### src/rtl/mapper_pkg.sv
package mapper_pkg;

    typedef enum logic [1:0] {
        SEG_ROM  = 2'b00,
        SEG_RAM  = 2'b01,
        SEG_NONE = 2'b10
    } seg_class_e;

    localparam int BANK_CNT_W = 5;

endpackage

### src/rtl/map_seg_regs.sv
module map_seg_regs #(
    parameter int                SLOTS     = 4,
    parameter int                SEG_W     = 8,
    parameter int                PORT_W    = 8,
    parameter logic [PORT_W-1:0] PORT_BASE = 8'hB0
) (
    input  logic                        clk,
    input  logic                        rst_n,
    input  logic                        io_wr,
    input  logic [PORT_W-1:0]           io_port,
    input  logic [SEG_W-1:0]            io_wdata,
    output logic [SEG_W-1:0]            io_rdata,
    output logic [SLOTS-1:0][SEG_W-1:0] seg_q
);
    localparam int SEL_W = $clog2(SLOTS);

    logic             port_hit;
    logic [SEL_W-1:0] port_sel;

    // Registers occupy an aligned group of ports; upper bits must match fully.
    assign port_hit = (io_port[PORT_W-1:SEL_W] == PORT_BASE[PORT_W-1:SEL_W]);
    assign port_sel = io_port[SEL_W-1:0];

    for (genvar g = 0; g < SLOTS; g++) begin : g_slot
        always_ff @(posedge clk or negedge rst_n) begin
            if (!rst_n) begin
                seg_q[g] <= '0;
            end else if (io_wr && port_hit && (port_sel == SEL_W'(g))) begin
                seg_q[g] <= io_wdata;
            end
        end
    end

    always_comb begin
        io_rdata = '1;
        if (port_hit) begin
            io_rdata = seg_q[port_sel];
        end
    end

endmodule

### src/rtl/map_seg_class.sv
module map_seg_class
    import mapper_pkg::*;
#(
    parameter int                             SEG_W         = 8,
    parameter int                             PAGE_KB       = 16,
    parameter int                             RAM_KB        = 128,
    parameter int                             VIDEO_KB      = 64,
    parameter int                             ROM_BANKS     = 4,
    parameter int                             BANK_STRIDE   = 16,
    parameter logic [ROM_BANKS*BANK_CNT_W-1:0] ROM_BANK_SEGS = {5'd1, 5'd1, 5'd2, 5'd4}
) (
    input  logic [SEG_W-1:0] seg,
    output seg_class_e       cls,
    output logic             video
);
    localparam int NSEG        = 1 << SEG_W;
    localparam int RAM_FLOOR   = NSEG - RAM_KB / PAGE_KB;
    localparam int VIDEO_FLOOR = NSEG - VIDEO_KB / PAGE_KB;

    logic [ROM_BANKS-1:0] rom_hit;
    logic                 ram_hit;
    logic [31:0]          seg_wide;

    assign seg_wide = 32'(seg);

    for (genvar b = 0; b < ROM_BANKS; b++) begin : g_bank
        localparam int LO  = b * BANK_STRIDE;
        localparam int CNT = int'(ROM_BANK_SEGS[b*BANK_CNT_W +: BANK_CNT_W]);
        logic [31:0] rel;
        // Unsigned wrap makes segments below the bank base fail the compare.
        assign rel        = seg_wide - 32'(LO);
        assign rom_hit[b] = (rel < 32'(CNT));
    end

    assign ram_hit = (seg_wide >= 32'(RAM_FLOOR));

    always_comb begin
        if (|rom_hit) begin
            cls = SEG_ROM;
        end else if (ram_hit) begin
            cls = SEG_RAM;
        end else begin
            cls = SEG_NONE;
        end
    end

    assign video = (cls == SEG_RAM) && (seg_wide >= 32'(VIDEO_FLOOR));

endmodule

### src/rtl/page_mapper.sv
module page_mapper
    import mapper_pkg::*;
#(
    parameter int                          ADDR_W        = 16,
    parameter int                          SLOTS         = 4,
    parameter int                          SEG_W         = 8,
    parameter int                          RAM_KB        = 128,
    parameter int                          VIDEO_KB      = 64,
    parameter logic [4*BANK_CNT_W-1:0]     ROM_BANK_SEGS = {5'd1, 5'd1, 5'd2, 5'd4},
    parameter int                          DATA_W        = 8
) (
    input  logic                  clk,
    input  logic                  rst_n,
    input  logic                  io_wr,
    input  logic [7:0]            io_port,
    input  logic [SEG_W-1:0]      io_wdata,
    output logic [SEG_W-1:0]      io_rdata,
    input  logic [ADDR_W-1:0]     cpu_addr,
    input  logic                  cpu_wr,
    input  logic [DATA_W-1:0]     mem_rdata,
    output logic [DATA_W-1:0]     cpu_rdata,
    output logic [SEG_W+ADDR_W-$clog2(SLOTS)-1:0] phys_addr,
    output logic [1:0]            mem_class,
    output logic                  mem_we,
    output logic                  video_page
);
    localparam int SEL_W   = $clog2(SLOTS);
    localparam int OFF_W   = ADDR_W - SEL_W;
    localparam int PAGE_KB = (1 << OFF_W) / 1024;

    logic [SLOTS-1:0][SEG_W-1:0] seg_q;
    logic [SEL_W-1:0]            slot;
    logic [SEG_W-1:0]            cur_seg;
    seg_class_e                  cur_cls;
    logic                        cur_video;

    map_seg_regs #(
        .SLOTS    (SLOTS),
        .SEG_W    (SEG_W),
        .PORT_W   (8),
        .PORT_BASE(8'hB0)
    ) u_regs (
        .clk     (clk),
        .rst_n   (rst_n),
        .io_wr   (io_wr),
        .io_port (io_port),
        .io_wdata(io_wdata),
        .io_rdata(io_rdata),
        .seg_q   (seg_q)
    );

    assign slot    = cpu_addr[ADDR_W-1 -: SEL_W];
    assign cur_seg = seg_q[slot];

    map_seg_class #(
        .SEG_W        (SEG_W),
        .PAGE_KB      (PAGE_KB),
        .RAM_KB       (RAM_KB),
        .VIDEO_KB     (VIDEO_KB),
        .ROM_BANKS    (4),
        .BANK_STRIDE  (16),
        .ROM_BANK_SEGS(ROM_BANK_SEGS)
    ) u_class (
        .seg  (cur_seg),
        .cls  (cur_cls),
        .video(cur_video)
    );

    assign phys_addr  = {cur_seg, cpu_addr[OFF_W-1:0]};
    assign mem_class  = cur_cls;
    assign mem_we     = cpu_wr && (cur_cls == SEG_RAM);
    assign video_page = cur_video;
    assign cpu_rdata  = (cur_cls == SEG_NONE) ? {DATA_W{1'b1}} : mem_rdata;

endmodule

### config.mk
export PLATFORM = sky130hd
export DESIGN_NAME = page_mapper
export DESIGN_NICKNAME = d
export VERILOG_FILES = /design/src/rtl/mapper_pkg.sv /design/src/rtl/map_seg_regs.sv /design/src/rtl/map_seg_class.sv /design/src/rtl/page_mapper.sv
export SDC_FILE = /design/constraint.sdc
export NUM_CORES = 1
export LEC_CHECK = 0
export BUFFER_PORTS_ARGS = -buffer_cell sky130_fd_sc_hd__buf_2
export CAP_MARGIN = 30
export CORE_MARGIN = 2
export CORE_UTILIZATION = 45
export DETAILED_ROUTE_END_ITERATION = 10
export PLACE_DENSITY = 0.73
export REMOVE_ABC_BUFFERS = 1
export SKIP_CTS_REPAIR_TIMING = 1
export SYNTH_ARGS = -nofsm -noshare
export SYNTH_HDL_FRONTEND = slang
export SYNTH_SLANG_ARGS = --single-unit
### constraint.sdc
create_clock -name clk -period 6.9 [get_ports clk]
set_clock_uncertainty 0.2 [all_clocks]
set_input_delay 0.345 -clock clk [delete_from_list [all_inputs] [get_ports clk]]
set_output_delay 0.345 -clock clk [all_outputs]
set_load 0.02 [all_outputs]
==> results.py, run 1 <==
metrics = {
    "yosys": {
        "ys.warnings.count": 0,
        "synth_seq_cells": 32,
        "syn_inst": 151,
        "ys_async_sr_fraction_pct": 100,
        "yosys.area.top_type_share_pct": 38.4,
        "ys_seq_area_share_pct": 38.4,
        "synth_edf_count": 0,
        "synthesis.area_um2": 2080,
        "synth_top_cell_by_area": "dfrtp_1",
        "ys_types": 32,
        "synth_area_leaders": "dfrtp_1 (38%), mux2_2 (18%), mux4_2 (12%)",
        "avgSynthCellArea_um2": 13.8,
        "synth_ff_type": "dfrtp_1",
    },
    "cells_and_area": {
        "antenna_cells": 0,
        "largest_reg_flops": 32,
        "top_register": "u_regs.seg_q",
        "syn2layout_area_growth_pct": 14.4,
        "drive_above_1_share_pct": 61.7,
        "nNetsFinal": 242,
        "top_regs": "u_regs.seg_q (32)",
        "fin_area_um2": 2380,
        "finalNonFillerCells": 248,
    },
    "timing": {
        "period_needed_ns": 3.41,
        "finalSetupViolations": 0,
        "fin_tns_setup_ns": 0,
        "hold_violations": 0,
        "max_slew_margin_pct": 47.4,
        "drv_slew": 0,
        "worst_pin_slew_ns": 0.785,
        "rsz0062_at_grt": "false",
        "setup_ws_ns": 3.49,
        "timing.final.crit_share_pct": 49.4,
        "fmax_ghz": 0.293,
    },
    "routing": {
        "drt_iter0_drc": 21,
        "viasPerCell": 5.63,
        "route.vias.total": 1397,
        "drc_errors": 0,
        "drtAntennaViolNets": 0,
        "dr.pass1.iters": 4,
        "wl_um": 4490,
        "detail_route.wl_per_cell_um": 18.1,
    },
    "floorplan": {
        "dieArea_um2": 5190,
        "coreArea_um2": 4410,
        "die_y_um": 72.0,
        "rows": 24,
        "die_w_um": 72.0,
        "io_pins": 86,
        "start_util_pct": 47.2,
    },
    "global_route": {
        "grt_pass1_wl_um": 7320,
        "grt-ovfl-total": 0,
        "grt_usage_pct": 18.9,
        "grt_pass1_vias": 1424,
        "antenna_found_initial": 0,
        "grt_max_degree": 33,
    },
    "clock_network": {
        "insertion_delay_ns": 0.29,
        "cts_buffers": 5,
        "cts_tree": "done",
        "clockRootBuffer": "clkbuf_8",
        "numClockSinks": 32,
        "clk_pin_slew_ns": 0.06,
        "htreeDepth": 2,
        "cts.path.max_buffers": 2,
    },
    "worst_setup_path": {
        "critPathKind": "flip-flop to primary output",
        "worstPathArrival_ns": 2.86,
        "cp-start-kind": "flip-flop",
        "path_max_fanout": 9,
        "setup.worst_path.end_class": "primary output",
        "timing.critical_path.required_ns": 6.36,
    },
    "place": {
        "io_buffers": 57,
        "placed_cells": 239,
        "pre_cts_ws_ns": 3.50,
        "placed_cell_area_um2": 2280,
        "gp_routability_congestion": 0.736,
        "place_hpwl_um": 3280,
    },
    "pwr": {
        "vdd_drop_max_v": 0.000147,
        "leakagePower_nw": 1.17,
        "powerDensity_nw_per_um2": 186,
    },
    "hold_path": {
        "min_path_type": "input pin to flip-flop",
    },
    "run_status": {
        "status": "complete, no violations",
    },
    "job": {
        "cap_violations": 0,
    },
}
worst paths after layout:
kind / from / cells past startpoint / to / slack, ns
max in group asynchronous: rst_n / 2 / u_regs.seg_q[13]$_DFFE_PN0P_ / 5.59
min in group asynchronous: rst_n / 2 / u_regs.seg_q[3]$_DFFE_PN0P_ / 0.45
worst min-delay path: io_wdata[0] / 2 / u_regs.seg_q[24]$_DFFE_PN0P_ / 0.13
worst min register to register: u_regs.seg_q[20]$_DFFE_PN0P_ / 1 / u_regs.seg_q[20]$_DFFE_PN0P_ / 0.33
worst max-delay path: u_regs.seg_q[14]$_DFFE_PN0P_ / 9 / cpu_rdata[7] / 3.49
worst max register to register: u_regs.seg_q[13]$_DFFE_PN0P_ / 1 / u_regs.seg_q[13]$_DFFE_PN0P_ / 5.91
cell type report:
| cell class | instances | area [um2] |
|---|---|---|
| clock buffer | 8 | 90.1 |
| fill | 376 | 2030 |
| inverter | 3 | 11.3 |
| multi-input combinational | 94 | 1110 |
| sequential | 32 | 801 |
| tap | 52 | 65.1 |
| timing repair buffer | 59 | 303 |
cell usage after synthesis, types with 2 or more instances:
cell and n:
mux2_2 34, buf_1 2, ha_1 3, and2_1 2, mux4_2 11, nand4b_1 3
mux4_1 4, nor2b_1 2, buf_6 3, inv_1 3, o21bai_2 8, nor2_1 4
nand2b_1 8, buf_4 14, clkbuf_1 2, dfrtp_1 32
cell families after synthesis:
kind of cell             count (synthesis)  share of synthesized area (%)
multiplexers                            50                           35.8
buffers and inverters                   25                           8.17
AND/OR/NAND/NOR                         27                           8.41
XOR/XNOR                                 2                          0.841
AO/OA/AOI/OAI                           12                           6.55
flip-flops                              32                           38.4
adder cells (fa/ha/maj)                  3                           1.80
stage by stage:
stage                     util (%)  hold slack [ns]  power (mW)
after floorplan                  -           -0.151       0.263
after global placement        51.7            0.233       0.298
after detailed placement      51.7            0.234       0.299
after CTS                     53.7          -0.0748       0.448
after global routing          54.0            0.130       0.467
final                         54.0            0.131       0.443
cell usage in the layout, fill, tap and decap left out:
cell and n:
xor2_1 1, o21bai_4 1, nand4b_1 3, and3_1 1
mux2_2 34, mux4_2 11, nor3b_2 1, nor2_1 4
mux2i_1 1, nand2b_1 8, mux4_1 4, o2111a_1 1
and4_1 1, nor3_1 1, nor3_2 1, buf_2 57
and2_1 2, nor2_2 1, nand2_1 1, o21bai_2 8
clkbuf_8 6, inv_1 3, dlygate4sd3_1 1, clkbuf_1 2
nor2b_1 2, a32oi_1 1, dfrtp_1 32, o21a_1 1
ha_1 3, nand4_1 1, xnor2_1 1, buf_4 1
worst max-delay path, cell delays in order (launching register included):
cell and delay, ns:
dfrtp_1 0.40, mux4_1 0.57, inv_1 0.21, ha_1 0.21, nor2b_1 0.17, and3_1 0.17
o21a_1 0.10, o2111a_1 0.46, o21bai_2 0.12, buf_2 0.17
layer usage:
layer / vias to the layer above / part of all wire (%) / global-route usage (%)
met2: 88 / 42 / 26.4
met4: 0 / 1.5 / 6.92
met3: 7 / 12 / 8.19
met5: - / 0 / 0
li1: 637 / - / -
met1: 665 / 44 / 26.3
power breakdown:
part / total [mW] / internal, mW / switching (mW)
Clock: 0.148 / 0.0812 / 0.0664
Combinational: 0.0924 / 0.0435 / 0.0489
Sequential: 0.203 / 0.197 / 0.00639
No activity file was read; power rests on OpenSTA's default activity.
==> run 2: changes to the inputs <==
==> constraint.sdc (replaced) <==
create_clock -name clk -period 3.2 [get_ports clk]
set_clock_uncertainty 0.2 [all_clocks]
set_input_delay 0.16 -clock clk [delete_from_list [all_inputs] [get_ports clk]]
set_output_delay 0.16 -clock clk [all_outputs]
set_load 0.02 [all_outputs]
==> run 2 against run 1 <==
Against the previous run:
- cell count is 4.0% higher
- register-to-register slack worse by 3.7 ns
- final area is 4.0% higher
- die area stayed put
- worst setup slack worse by 3.3 ns
- routed wire length is 3.1% higher
- total power is 120% higher
- combinational power is 130% higher
- largest power group unchanged
==> results.py, run 2 (synthesis gave the netlist of run 1 again) <==
metrics = {
    "worst_setup_path": {
        "worstPathArrival_ns": 2.65,
        "critPathKind": "flip-flop to primary output",
        "path_max_fanout": 7,
        "setup.worst_path.end_class": "primary output",
        "cp_slowest_stage_delay_ns": 0.55,
        "timing.critical_path.required_ns": 2.84,
        "crit_chain": "mux4_1 -> inv_2 -> ha_1 -> nor2b_1 -> nor2_1 -> o21a_1 -> o2111a_1 -> o21bai_2 -> buf_2",
        "cp-start-kind": "flip-flop",
        "crit_slowest_cell": "mux4_1",
        "ff2ff_setup_slack_ns": 2.22,
    },
    "clock_network": {
        "cts.path.max_buffers": 2,
        "clk_pin_slew_ns": 0.06,
        "numClockSinks": 32,
        "cts_buffers": 5,
        "clockRootBuffer": "clkbuf_8",
        "htreeDepth": 2,
        "cts_tree": "done",
        "insertion_delay_ns": 0.28,
    },
    "floorplan": {
        "start_util_pct": 47.2,
        "die_w_um": 72.0,
        "die_y_um": 72.0,
        "coreArea_um2": 4410,
        "rows": 24,
        "io_pins": 86,
        "dieArea_um2": 5190,
    },
    "routing": {
        "viasPerCell": 5.74,
        "dr.pass1.iters": 4,
        "route.vias.total": 1481,
        "drt_iter0_drc": 58,
        "detail_route.wl_per_cell_um": 17.9,
        "wl_um": 4630,
        "drtAntennaViolNets": 0,
        "drc_errors": 0,
    },
    "cells_and_area": {
        "mostFrequentLayoutCell": "buf_2",
        "top_regs": "u_regs.seg_q (32)",
        "nNetsFinal": 252,
        "top_register": "u_regs.seg_q",
        "final_cell_mix": "buf_2 (57), mux2_2 (34), dfrtp_1 (32)",
        "largest_reg_flops": 32,
        "syn2layout_area_growth_pct": 19.0,
        "fin_area_um2": 2480,
        "finalNonFillerCells": 258,
        "antenna_cells": 0,
        "drive_above_1_share_pct": 60.7,
    },
    "global_route": {
        "grt_pass1_wl_um": 7020,
        "grt_usage_pct": 18.4,
        "grt_pass1_vias": 1343,
        "grt_max_degree": 33,
        "antenna_found_initial": 0,
        "grt-ovfl-total": 0,
    },
    "timing": {
        "worst_pin_slew_ns": 0.849,
        "hold_violations": 0,
        "fmax_ghz": 0.332,
        "max_slew_margin_pct": 43.1,
        "finalSetupViolations": 0,
        "timing.final.crit_share_pct": 94.1,
        "period_needed_ns": 3.01,
        "rsz0062_at_grt": "false",
        "drv_slew": 0,
        "setup_ws_ns": 0.190,
    },
    "pwr": {
        "vdd_drop_max_v": 0.000306,
        "powerDensity_nw_per_um2": 391,
        "leakagePower_nw": 1.20,
    },
    "job": {
        "cap_violations": 0,
    },
    "run_status": {
        "status": "complete, no violations",
    },
    "place": {
        "pre_cts_ws_ns": 0.257,
        "gp_routability_congestion": 0.797,
        "placed_cell_area_um2": 2290,
        "place_hpwl_um": 3250,
        "io_buffers": 57,
        "placed_cells": 240,
    },
    "hold_path": {
        "min_path_type": "input pin to primary output",
    },
}
[run 2: worst max-delay path: cells and delay by family (launching register included)]
family | cells | cell delay, ns
multiplexers | 1 | 0.55
flip-flops | 1 | 0.39
adder cells (fa/ha/maj) | 1 | 0.20
AND/OR/NAND/NOR | 2 | 0.22
buffers and inverters | 2 | 0.33
AO/OA/AOI/OAI | 3 | 0.67
[run 2: area by class of cell]
| cell class | instances | area (um2) |
|---|---|---|
| clock buffer | 8 | 90.1 |
| fill | 366 | 1940 |
| inverter | 3 | 11.3 |
| multi-input combinational | 95 | 1120 |
| sequential | 32 | 801 |
| tap | 52 | 65.1 |
| timing repair buffer | 68 | 390 |
[run 2: worst paths after layout]
kind | depth (start not counted) | startpoint | end
worst max-delay path | 9 | u_regs.seg_q[22]$_DFFE_PN0P_ | cpu_rdata[4]
worst min-delay path | 0 | cpu_addr[0] | phys_addr[0]
worst max register to register | 1 | u_regs.seg_q[9]$_DFFE_PN0P_ | u_regs.seg_q[9]$_DFFE_PN0P_
worst min register to register | 1 | u_regs.seg_q[23]$_DFFE_PN0P_ | u_regs.seg_q[23]$_DFFE_PN0P_
max in group asynchronous | 2 | rst_n | u_regs.seg_q[29]$_DFFE_PN0P_
min in group asynchronous | 2 | rst_n | u_regs.seg_q[27]$_DFFE_PN0P_
[run 2: stage by stage]
stage	TNS (ns)	hold WS [ns]	total power [mW]	util [%]
6_report	0	0.120	0.968	56.2
4_1_cts	-0.125	-0.262	0.965	53.9
5_1_grt	0	0.120	1.01	56.2
3_3_place_gp	0	0.0550	0.644	51.9
2_1_floorplan	0	-0.336	0.567	-
3_5_place_dp	0	0.0489	0.647	51.9
[run 2: per-layer routing]
layer | vias up | share of wire [%] | track usage, %
met2 | 96 | 45 | 27.2
met5 | - | 0 | 0
li1 | 662 | - | -
met4 | 0 | 1.4 | 6.71
met1 | 716 | 42 | 24.8
met3 | 7 | 11 | 7.50
[run 2: report_power, final]
group / switching, mW / leakage, nW / internal [mW]
clock network: 0.141 / 0.0455 / 0.175
logic: 0.111 / 0.713 / 0.104
registers: 0.0134 / 0.441 / 0.424
